## src/rtl/bpc_pkg.sv

```systemverilog
package bpc_pkg;
   localparam int NUM_CODES = 6;
   localparam int MAX_DIV   = 8;

   typedef logic [2:0] ratio_code_t;

   // divide factor of the bit clock for each ratio code
   function automatic int unsigned code_to_div(ratio_code_t c);
      case (c)
         3'd1:    return 1;
         3'd2:    return 2;
         3'd3:    return 3;
         3'd4:    return 4;
         3'd5:    return 6;
         3'd6:    return 8;
         default: return 0;
      endcase
   endfunction

   // match a measured bit-clock count against base * divide factor
   function automatic ratio_code_t count_to_code(int unsigned n, int unsigned base);
      ratio_code_t r;
      r = '0;
      for (int c = 1; c <= NUM_CODES; c++) begin
         if (n == base * code_to_div(ratio_code_t'(c))) r = ratio_code_t'(c);
      end
      return r;
   endfunction
endpackage

```

## src/rtl/bpc_sync_edge.sv

```systemverilog
module bpc_sync_edge #(
   parameter int STAGES = 2
) (
   input  logic clk,
   input  logic rst_n,
   input  logic din,
   output logic level,
   output logic level_q
);
   logic [STAGES:0] chain;

   if (STAGES < 2) begin : g_bad_stages
      $error("bpc_sync_edge: STAGES must be at least 2");
   end

   for (genvar i = 0; i <= STAGES; i++) begin : g_stage
      if (i == 0) begin : g_first
         always_ff @(posedge clk or negedge rst_n) begin
            if (!rst_n) chain[i] <= 1'b0;
            else        chain[i] <= din;
         end
      end else begin : g_next
         always_ff @(posedge clk or negedge rst_n) begin
            if (!rst_n) chain[i] <= 1'b0;
            else        chain[i] <= chain[i-1];
         end
      end
   end

   assign level   = chain[STAGES-1];
   assign level_q = chain[STAGES];
endmodule

```

## src/rtl/bpc_loss_watch.sv

```systemverilog
module bpc_loss_watch #(
   parameter int LOSS_CYCLES = 256
) (
   input  logic clk,
   input  logic rst_n,
   input  logic activity,
   output logic loss_hit,
   output logic lost
);
   localparam int W = $clog2(LOSS_CYCLES + 1);

   logic [W-1:0] idle;

   assign loss_hit = !activity && !lost && (idle == W'(LOSS_CYCLES - 1));

   always_ff @(posedge clk or negedge rst_n) begin
      if (!rst_n) begin
         idle <= '0;
         lost <= 1'b1;
      end else if (activity) begin
         idle <= '0;
         lost <= 1'b0;
      end else if (!lost) begin
         if (loss_hit) begin
            idle <= '0;
            lost <= 1'b1;
         end else begin
            idle <= idle + 1'b1;
         end
      end
   end
endmodule

```

## src/rtl/bpc_ratio_meter.sv

```systemverilog
module bpc_ratio_meter
   import bpc_pkg::*;
#(
   parameter int CNT_W = 10,
   parameter int BASE  = 64
) (
   input  logic        clk,
   input  logic        rst_n,
   input  logic        bclk_rise,
   input  logic        fclk_rise,
   input  logic        clear,
   output logic        locked,
   output logic        locked_nxt,
   output ratio_code_t code
);
   logic [CNT_W-1:0] cnt, cnt_d;
   logic             armed, armed_d;
   ratio_code_t      prev, prev_d, code_d, meas;

   assign meas = count_to_code(int'(cnt), BASE);

   always_comb begin
      cnt_d      = cnt;
      armed_d    = armed;
      prev_d     = prev;
      locked_nxt = locked;
      code_d     = code;
      if (clear) begin
         cnt_d      = '0;
         armed_d    = 1'b0;
         prev_d     = '0;
         locked_nxt = 1'b0;
         code_d     = '0;
      end else if (fclk_rise) begin
         cnt_d   = bclk_rise ? CNT_W'(1) : '0;
         armed_d = 1'b1;
         if (armed) begin
            if (meas == '0) begin
               locked_nxt = 1'b0;
               code_d     = '0;
               prev_d     = '0;
            end else if (meas == prev) begin
               locked_nxt = 1'b1;
               code_d     = meas;
            end else begin
               locked_nxt = 1'b0;
               code_d     = '0;
               prev_d     = meas;
            end
         end
      end else if (bclk_rise && cnt != '1) begin
         cnt_d = cnt + 1'b1;
      end
   end

   always_ff @(posedge clk or negedge rst_n) begin
      if (!rst_n) begin
         cnt    <= '0;
         armed  <= 1'b0;
         prev   <= '0;
         locked <= 1'b0;
         code   <= '0;
      end else begin
         cnt    <= cnt_d;
         armed  <= armed_d;
         prev   <= prev_d;
         locked <= locked_nxt;
         code   <= code_d;
      end
   end
endmodule

```

## src/rtl/bpc_pdm_divider.sv

```systemverilog
module bpc_pdm_divider #(
   parameter int DIV_W = 4
) (
   input  logic             clk,
   input  logic             rst_n,
   input  logic             enable,
   input  logic             start,
   input  logic             bclk_edge,
   input  logic [DIV_W-1:0] div,
   output logic             pdm
);
   logic [DIV_W-1:0] hcnt;
   logic             run;

   // toggle after every div bit-clock half-periods: 50% duty for any div
   always_ff @(posedge clk or negedge rst_n) begin
      if (!rst_n) begin
         run  <= 1'b0;
         hcnt <= '0;
         pdm  <= 1'b0;
      end else if (!enable) begin
         run  <= 1'b0;
         hcnt <= '0;
         pdm  <= 1'b0;
      end else if (start) begin
         run  <= 1'b1;
         hcnt <= '0;
         pdm  <= 1'b0;
      end else if (run && bclk_edge) begin
         if (hcnt == div - 1'b1) begin
            hcnt <= '0;
            pdm  <= ~pdm;
         end else begin
            hcnt <= hcnt + 1'b1;
         end
      end
   end
endmodule

```

## src/rtl/bclk_pdm_clkgen.sv

```systemverilog
module bclk_pdm_clkgen
   import bpc_pkg::*;
#(
   parameter int OVERSAMPLE  = 64,
   parameter int CNT_W       = 10,
   parameter int LOSS_CYCLES = 256,
   parameter int SYNC_STAGES = 2
) (
   input  logic       clk_ref,
   input  logic       rst_n,
   input  logic       bclk_i,
   input  logic       fclk_i,
   output logic       pdm_clk_o,
   output logic       locked_o,
   output logic [2:0] ratio_o,
   output logic       pwrdn_o
);
   localparam int DIV_W = $clog2(MAX_DIV + 1);

   if ((1 << CNT_W) <= MAX_DIV * OVERSAMPLE) begin : g_bad_cnt
      $error("bclk_pdm_clkgen: CNT_W too small for the largest ratio");
   end
   if (LOSS_CYCLES < 4) begin : g_bad_loss
      $error("bclk_pdm_clkgen: LOSS_CYCLES must be at least 4");
   end

   logic        bclk_s, bclk_sq, fclk_s, fclk_sq;
   logic        bclk_rise, bclk_any, fclk_rise;
   logic        loss_hit, lost, clear;
   logic        locked, locked_nxt;
   ratio_code_t code;
   logic [DIV_W-1:0] div;

   bpc_sync_edge #(.STAGES(SYNC_STAGES)) u_bclk_sync (
      .clk(clk_ref), .rst_n(rst_n), .din(bclk_i), .level(bclk_s), .level_q(bclk_sq)
   );
   bpc_sync_edge #(.STAGES(SYNC_STAGES)) u_fclk_sync (
      .clk(clk_ref), .rst_n(rst_n), .din(fclk_i), .level(fclk_s), .level_q(fclk_sq)
   );

   assign bclk_rise = bclk_s & ~bclk_sq;
   assign bclk_any  = bclk_s ^ bclk_sq;
   assign fclk_rise = fclk_s & ~fclk_sq;

   bpc_loss_watch #(.LOSS_CYCLES(LOSS_CYCLES)) u_loss (
      .clk(clk_ref), .rst_n(rst_n), .activity(bclk_any), .loss_hit(loss_hit), .lost(lost)
   );

   assign clear = loss_hit | lost;

   bpc_ratio_meter #(.CNT_W(CNT_W), .BASE(OVERSAMPLE)) u_meter (
      .clk(clk_ref), .rst_n(rst_n), .bclk_rise(bclk_rise), .fclk_rise(fclk_rise),
      .clear(clear), .locked(locked), .locked_nxt(locked_nxt), .code(code)
   );

   assign div = DIV_W'(code_to_div(code));

   bpc_pdm_divider #(.DIV_W(DIV_W)) u_div (
      .clk(clk_ref), .rst_n(rst_n), .enable(locked_nxt), .start(locked_nxt & ~locked),
      .bclk_edge(bclk_any), .div(div), .pdm(pdm_clk_o)
   );

   assign locked_o = locked;
   assign ratio_o  = locked ? code : '0;
   assign pwrdn_o  = lost;
endmodule

```

## config.mk

```make
export PLATFORM = sky130hd
export DESIGN_NAME = bclk_pdm_clkgen
export DESIGN_NICKNAME = d
export VERILOG_FILES = /design/src/rtl/bpc_pkg.sv /design/src/rtl/bpc_sync_edge.sv /design/src/rtl/bpc_loss_watch.sv /design/src/rtl/bpc_ratio_meter.sv /design/src/rtl/bpc_pdm_divider.sv /design/src/rtl/bclk_pdm_clkgen.sv
export SDC_FILE = /design/constraint.sdc
export NUM_CORES = 1
export LEC_CHECK = 0
export BUFFER_PORTS_ARGS = -buffer_cell sky130_fd_sc_hd__buf_4
export CAP_MARGIN = 20
export CORE_MARGIN = 2
export CORE_UTILIZATION = 61
export DETAILED_ROUTE_END_ITERATION = 12
export PLACE_DENSITY = 0.84
export SYNTH_ARGS = -nofsm -noshare
export SYNTH_HDL_FRONTEND = slang
export SYNTH_HIERARCHICAL = 1
export SYNTH_SLANG_ARGS = --single-unit
```

## constraint.sdc

```tcl
create_clock -name clk_ref -period 3.55 [get_ports clk_ref]
set_input_delay 0.355 -clock clk_ref [delete_from_list [all_inputs] [get_ports clk_ref]]
set_output_delay 0.355 -clock clk_ref [all_outputs]
set_load 0.1 [all_outputs]
```

==> results of run 1 <==
[Yosys cell counts (2+ instances only)]
master    instances
nor4bb_1          2
or3b_1            2
and3_1            2
nor4_1            2
a211oi_1          2
clkbuf_1          5
o21ai_1           2
nand4_1           4
mux2i_1           8
or3_1             4
nand2_1          20
inv_1            10
nand2b_1          8
xnor2_1           9
or2_2             3
buf_2             2
dfrtp_1          39
o21ai_0           4
o41ai_1           2
buf_4             2
or4_1             2
and2_1            6
nor2_1           21
nor2b_1           6
nand4b_1          2
a31oi_1           3
a21oi_1          10
nand3_1          15
nor3_1            5
xor2_1            8
ha_1              6
[state kept, by name, indices dropped and copies added (netlist names), 3 cells and up]
register and count:
u_loss/idle 9, u_meter/cnt 10, u_meter/code 3, u_div/hcnt 4, u_meter/prev 3
[cells by family (layout without fill, tap and decap cells)]
group                      Yosys count  after routing
muxes                                8              8
adders and majority gates            6              6
and+or+nand+nor                    116            116
AOI/OAI and AO/OA                   32             32
DFF                                 40             40
xor gates and xnor gates            19             19
buffers and inverters               20             27
[final cells by class]
| type | count | share of cell area, % |
|---|---|---|
| clock buffers | 6 | 2.90 |
| clock inverters | 2 | 1.40 |
| inverters | 10 | 1.50 |
| multi-input cells | 181 | 49.1 |
| flip-flops and latches | 40 | 40.0 |
| well taps | 48 | 2.40 |
| repair buffers | 9 | 2.70 |
[power by group through the flow]
stage	sequential, uW	combinational (uW)	clock (uW)
2_1_floorplan	498	67.0	0
3_3_place_gp	500	87.6	0
3_5_place_dp	502	91.9	0
4_1_cts	493	92.2	376
5_1_grt	496	107	396
6_report	493	90.9	366
[metrics by stage]
step                power, uW  worst slack (ns)  hold WS, ns
finish                    949             0.833       0.0138
global route              999             0.625       0.0556
CTS                       961             0.852       0.0309
detailed placement        594             0.860        0.339
global placement          587             0.972        0.332
floorplan                 565             0.914       0.0594
[routing by layer]
metal,part of all wire [%],vias to the layer above
li1,-,846
met1,46,813
met2,47,49
met3,4.9,8
met4,1.4,0
met5,0,-
[worst max path at each step]
stage / start / to / cells after the start
floorplan: u_loss/idle[0]$_DFFE_PN0P_ / u_div/hcnt[0]$_DFFE_PN0P_ / 12
global placement: u_loss/idle[0]$_DFFE_PN0P_ / u_div/hcnt[0]$_DFFE_PN0P_ / 10
detailed placement: u_loss/idle[0]$_DFFE_PN0P_ / u_div/hcnt[0]$_DFFE_PN0P_ / 10
CTS: u_loss/idle[0]$_DFFE_PN0P_ / u_div/hcnt[0]$_DFFE_PN0P_ / 10
global route: u_loss/idle[0]$_DFFE_PN0P_ / u_div/hcnt[0]$_DFFE_PN0P_ / 10
finish: u_loss/idle[0]$_DFFE_PN0P_ / u_div/hcnt[0]$_DFFE_PN0P_ / 10
==> results.tsv, run 1 <==
metric	value	unit
pwr-share-clk	38.5	%
path_clk_slew	0.08	ns
synth_fa_ha_area_share	3.24	%
rsz0062_at_grt	false	
cp-start-kind	flop	
cts_tree	done	
cts_sinks	40	
p_sw	233	uW
numCtsBuffers	5	
gr-usage-met3	4.62	%
path_max_fanout	13	
cp.required	3.77	ns
yosys.area_share.simple	28.5	%
critPathArrivalTime	2.94	ns
crit_type	reg -> reg	
coreArea	0.00366	mm^2
syn_to_final_growth	8.11	%
synthCells	241	
ant_nets	0	
p_leak	0.00108	uW
antenna_cells	0	
hold_viol_final	0	
final.period_utilization	76.5	%
cp_common_cell	or3_1	
cts_max_level	2	
synthArstFlopShare	100	%
fin_util	68.4	%
holdBufCountCts	0	
crit_slowest_cell	dfrtp_1	
use_met1	26.5	%
ys_seq_area_share	43.3	%
dp.final_hpwl	2820	um
synth_cell_types	56	
end_kind	flop	
clock-skew-final	0.00908	ns
fmax	368	MHz
grt_pass1_wl	6760	um
synth_area_leaders	dfrtp_1 42%, mux2i_1 3.5%, nor2_1 3.4%	
worst_pin_slew	0.630	ns
post_cts_buffers	0	
multi_input_area	0.00123	mm^2
overflow	0	
dp_cells	288	
fin_cells	296	
fin_crit	2.72	ns
initial_core_util	63.2	%
die_w	65.6	um
synthMuxAreaShare	3.46	%
clk_latency	0.30	ns
rrSetupSlack	0.83	ns
regArea	0.00100	mm^2
worst_ir_drop_vdd	0.297	mV
met2_usage	33.3	%
drtPass1Iterations	4	
cts.repair.resized	0	
yosysWarnings	6	
ys_ff_latch	40	
gp_congestion	0.874	
p_int	716	uW
antenna_found_initial	0	
grt_max_degree	41	
synth_compound_area_share	9.68	%
status	completed	
combPwrFrac	9.6	%
reg2regPathDepth	10	
powerDensity	379	mW/mm^2
yosys_most_used_dff	dfrtp_1	
synth_top_area_share	42.2	%
std_cell_rows	22	
max_stage_delay	0.45	ns
crit_buf_inv	0	
syn_area	0.00231	mm^2
grt_usage	20.6	%
busiest_layer	met2	
grt_pass1_vias	1592	
nets	257	
slew_viol_final	0	
maxCapViolCount	0	
fill_cells	276	
viasPerCell	5.80	
wl	4000	um
drcViolationCount	0	
cts_max_path_buffers	2	
synth_top_family_by_area	simple AND/OR/NAND/NOR gates	
synth_fp_nets	251	
crit_family	simple AND/OR/NAND/NOR gates	
synth_edf_count	0	
setup_viol	0	
dpl_cell_area	0.00239	mm^2
p_sw_share	24.5	%
die_area	0.00430	mm^2
drive_gt1_share	13.7	%
die_h	65.6	um
hold_path_class	in -> async	
crit_path_cell_trace	ha_1, nand4b_1, or3_1, nor3_1, or2_1, a21oi_1, nor2b_1, nand2b_1, or3_1, o21ai_1	
yosysTopAreaCell	dfrtp_1	
initialDrtViolationCount	125	
seq_power_share	51.9	%
avgSynthCellArea	9.60	um^2
vias	1716	
io_pins	10	
layout_commonest_cell	dfrtp_1	
layout_common_cells	39 x dfrtp_1, 21 x nor2_1, 20 x nand2_1, 15 x nand3_1	
reg2reg_to	u_div/hcnt[0]$_DFFE_PN0P_	
setup_tns	0	ns
fin_area	0.00250	mm^2
clockRootBuffer	clkbuf_8	
r2r_start	u_loss/idle[0]$_DFFE_PN0P_	
wl_per_cell	13.5	um
relSlewSlack	57.6	%
synth_xor_area_share	8.11	%
port_buffers	9	
Note: power is estimated with default switching activity, not from simulation.
==> inputs of run 2 (changes only) <==
clock period = 2.5 ns   (was 3.55 ns; I/O delays follow)
==> results.tsv, run 2 (synthesis gave the netlist of run 1 again) <==
metric	value	unit	change
regArea	0.00101	mm^2	+0.62%
wl	4340	um	+8.6%
drive_gt1_share	19.5	%	+5.7 points
drtPass1Iterations	4		unchanged
hp-start	bclk_i		
cp-start-kind	flop		
std_cell_rows	22		unchanged
gp_congestion	0.824		-5.7%
grt_pass1_vias	1664		+4.5%
cts_sinks	40		unchanged
die_h	65.6	um	unchanged
vias	1744		+1.6%
initial_core_util	63.2	%	unchanged
path_max_fanout	9		-4
die_w	65.6	um	unchanged
layout_common_cells	37 x dfrtp_1, 21 x nor2_1, 20 x nand2_1, 17 x buf_4, 15 x nand3_1		
worst_pin_slew	0.620	ns	-0.00968 ns
slew_viol_final	0		unchanged
viasPerCell	5.72		-1.4%
powerDensity	539	mW/mm^2	+42%
max_stage_delay	0.51	ns	+0.06 ns
multi_input_area	0.00126	mm^2	+2.5%
largest_register	u_meter/cnt		
biggestRegsByFlops	u_meter/cnt x10, u_loss/idle x9, u_div/hcnt x4		
dp.final_hpwl	2930	um	+4.0%
reg2regPathDepth	8		-2
hold_path_class	in -> reg		
relSlewSlack	58.3	%	+0.65 points
cts_max_level	2		unchanged
coreArea	0.00366	mm^2	unchanged
holdWs	0.0602	ns	+0.0464 ns
initialDrtViolationCount	126		+0.80%
overflow	0		unchanged
end_kind	flop		
numCtsBuffers	5		unchanged
grt_max_degree	41		unchanged
fill_cells	284		+2.9%
clk_latency	0.30	ns	about the same
grt_usage	22.5	%	+2.0 points
clock-skew-final	0.00734	ns	-0.00173 ns
status	completed		
hold_viol_final	0		unchanged
grt_pass1_wl	7300	um	+8.0%
setup_viol	0		unchanged
fin_area	0.00263	mm^2	+5.0%
worst_ir_drop_vdd	0.377	mV	+27%
antenna_cells	0		unchanged
syn_to_final_growth	13.6	%	
cp.required	2.72	ns	-1.05 ns
port_buffers	9		unchanged
largest_register_ffs	10		unchanged
crit_path_cell_trace	or4_1, o221a_2, o211ai_4, nand4_1, a21oi_4, nand2b_4, or3_1, o21ai_1		
clockRootBuffer	clkbuf_8		
io_pins	10		unchanged
layout_commonest_cell	dfrtp_1		
hold_path_end	u_bclk_sync/chain[0]$_DFF_PN0_		
fin_crit	2.43	ns	-0.287 ns
crit_slowest_cell	or4_1		
hold_depth	1		
final.period_utilization	97.2	%	+21 points
nets	266		+3.5%
critPathArrivalTime	2.65	ns	-0.29 ns
rrSetupSlack	0.07	ns	-0.76 ns
dp_cells	295		+2.4%
crit_type	reg -> reg		
cts_tree	done		
maxCapViolCount	0		unchanged
path_clk_slew	0.08	ns	about the same
fin_cells	305		+3.0%
fmax	411	MHz	+12%
p_leak	0.00113	uW	+4.9%
setup_tns	0	ns	unchanged
antenna_found_initial	0		unchanged
wl_per_cell	14.2	um	+5.4%
reg2reg_to	u_div/hcnt[0]$_DFFE_PN0P_		
ant_nets	0		unchanged
die_area	0.00430	mm^2	unchanged
dpl_cell_area	0.00246	mm^2	+2.9%
r2r_start	u_meter/cnt[7]$_DFFE_PN0P_		
drcViolationCount	0		unchanged
cts_max_path_buffers	2		unchanged
==> run 2: cell types whose count changed in the layout (fill, tap and decap cells not counted), sizes merged <==
cell | before | now
clkinv | 1 | 0
dlygate4sd3 | 0 | 1
buf | 9 | 17
clkbuf | 6 | 7
==> run 2: power breakdown <==
group	switching [uW]	internal, uW
Sequential	31.4	672
Combinational	82.2	52.8
Clock	225	352
==> run 2: what timing repair did <==
item | in CTS | in global routing
hold endpoints to repair | 39 | 0
buffers inserted | 0 | 1
hold buffers | 1 | 0
gates resized for setup | 1 | 5
pin swaps | 0 | 1
setup endpoints to repair | 2 | 5
==> run 2: critical path, delay by kind of cell (launching register included) <==
family | cells | cell delay (ns)
DFF | 1 | 0.47
AOI/OAI and AO/OA | 4 | 0.75
and+or+nand+nor | 4 | 1.14
==> run 2: per-layer routing <==
metal | track usage, % | up-vias | share of wire (%)
met1 | 28.7 | 839 | 46
met5 | 0 | - | 0
met3 | 6.68 | 4 | 3.7
met4 | 6.25 | 0 | 0.94
met2 | 37.4 | 34 | 50
li1 | - | 867 | -
==> run 2: cell type report <==
type | count | area share (%)
clock inverters | 1 | 1.14
repair buffers | 18 | 5.24
flip-flops and latches | 40 | 38.4
clock buffers | 7 | 3.66
inverters | 10 | 1.43
multi-input cells | 181 | 47.9
well taps | 48 | 2.28
==> run 2: worst max path at each step <==
stage	startpoint	slack [ns]	cells past startpoint	endpoint
floorplan	u_loss/idle[0]$_DFFE_PN0P_	0.01	12	u_div/hcnt[0]$_DFFE_PN0P_
global placement	u_meter/cnt[7]$_DFFE_PN0P_	0.10	9	u_div/hcnt[0]$_DFFE_PN0P_
detailed placement	u_meter/cnt[7]$_DFFE_PN0P_	0.005	8	u_div/pdm$_DFFE_PN0P_
CTS	u_meter/cnt[7]$_DFFE_PN0P_	0.006	9	u_div/hcnt[0]$_DFFE_PN0P_
global route	u_meter/cnt[7]$_DFFE_PN0P_	-0.01	9	u_div/hcnt[0]$_DFFE_PN0P_
finish	u_meter/cnt[7]$_DFFE_PN0P_	0.07	8	u_div/hcnt[0]$_DFFE_PN0P_
==> run 2: through the flow <==
| stage | util, % | total power, uW | worst slack, ns |
|---|---|---|---|
| global placement | 67.3 | 836 | 0.105 |
| global route | 71.8 | 1470 | -0.0118 |
| CTS | 71.3 | 1430 | 0.00562 |
| finish | 71.8 | 1420 | 0.0697 |
| detailed placement | 67.3 | 840 | 0.00513 |
| floorplan | - | 802 | 0.0118 |
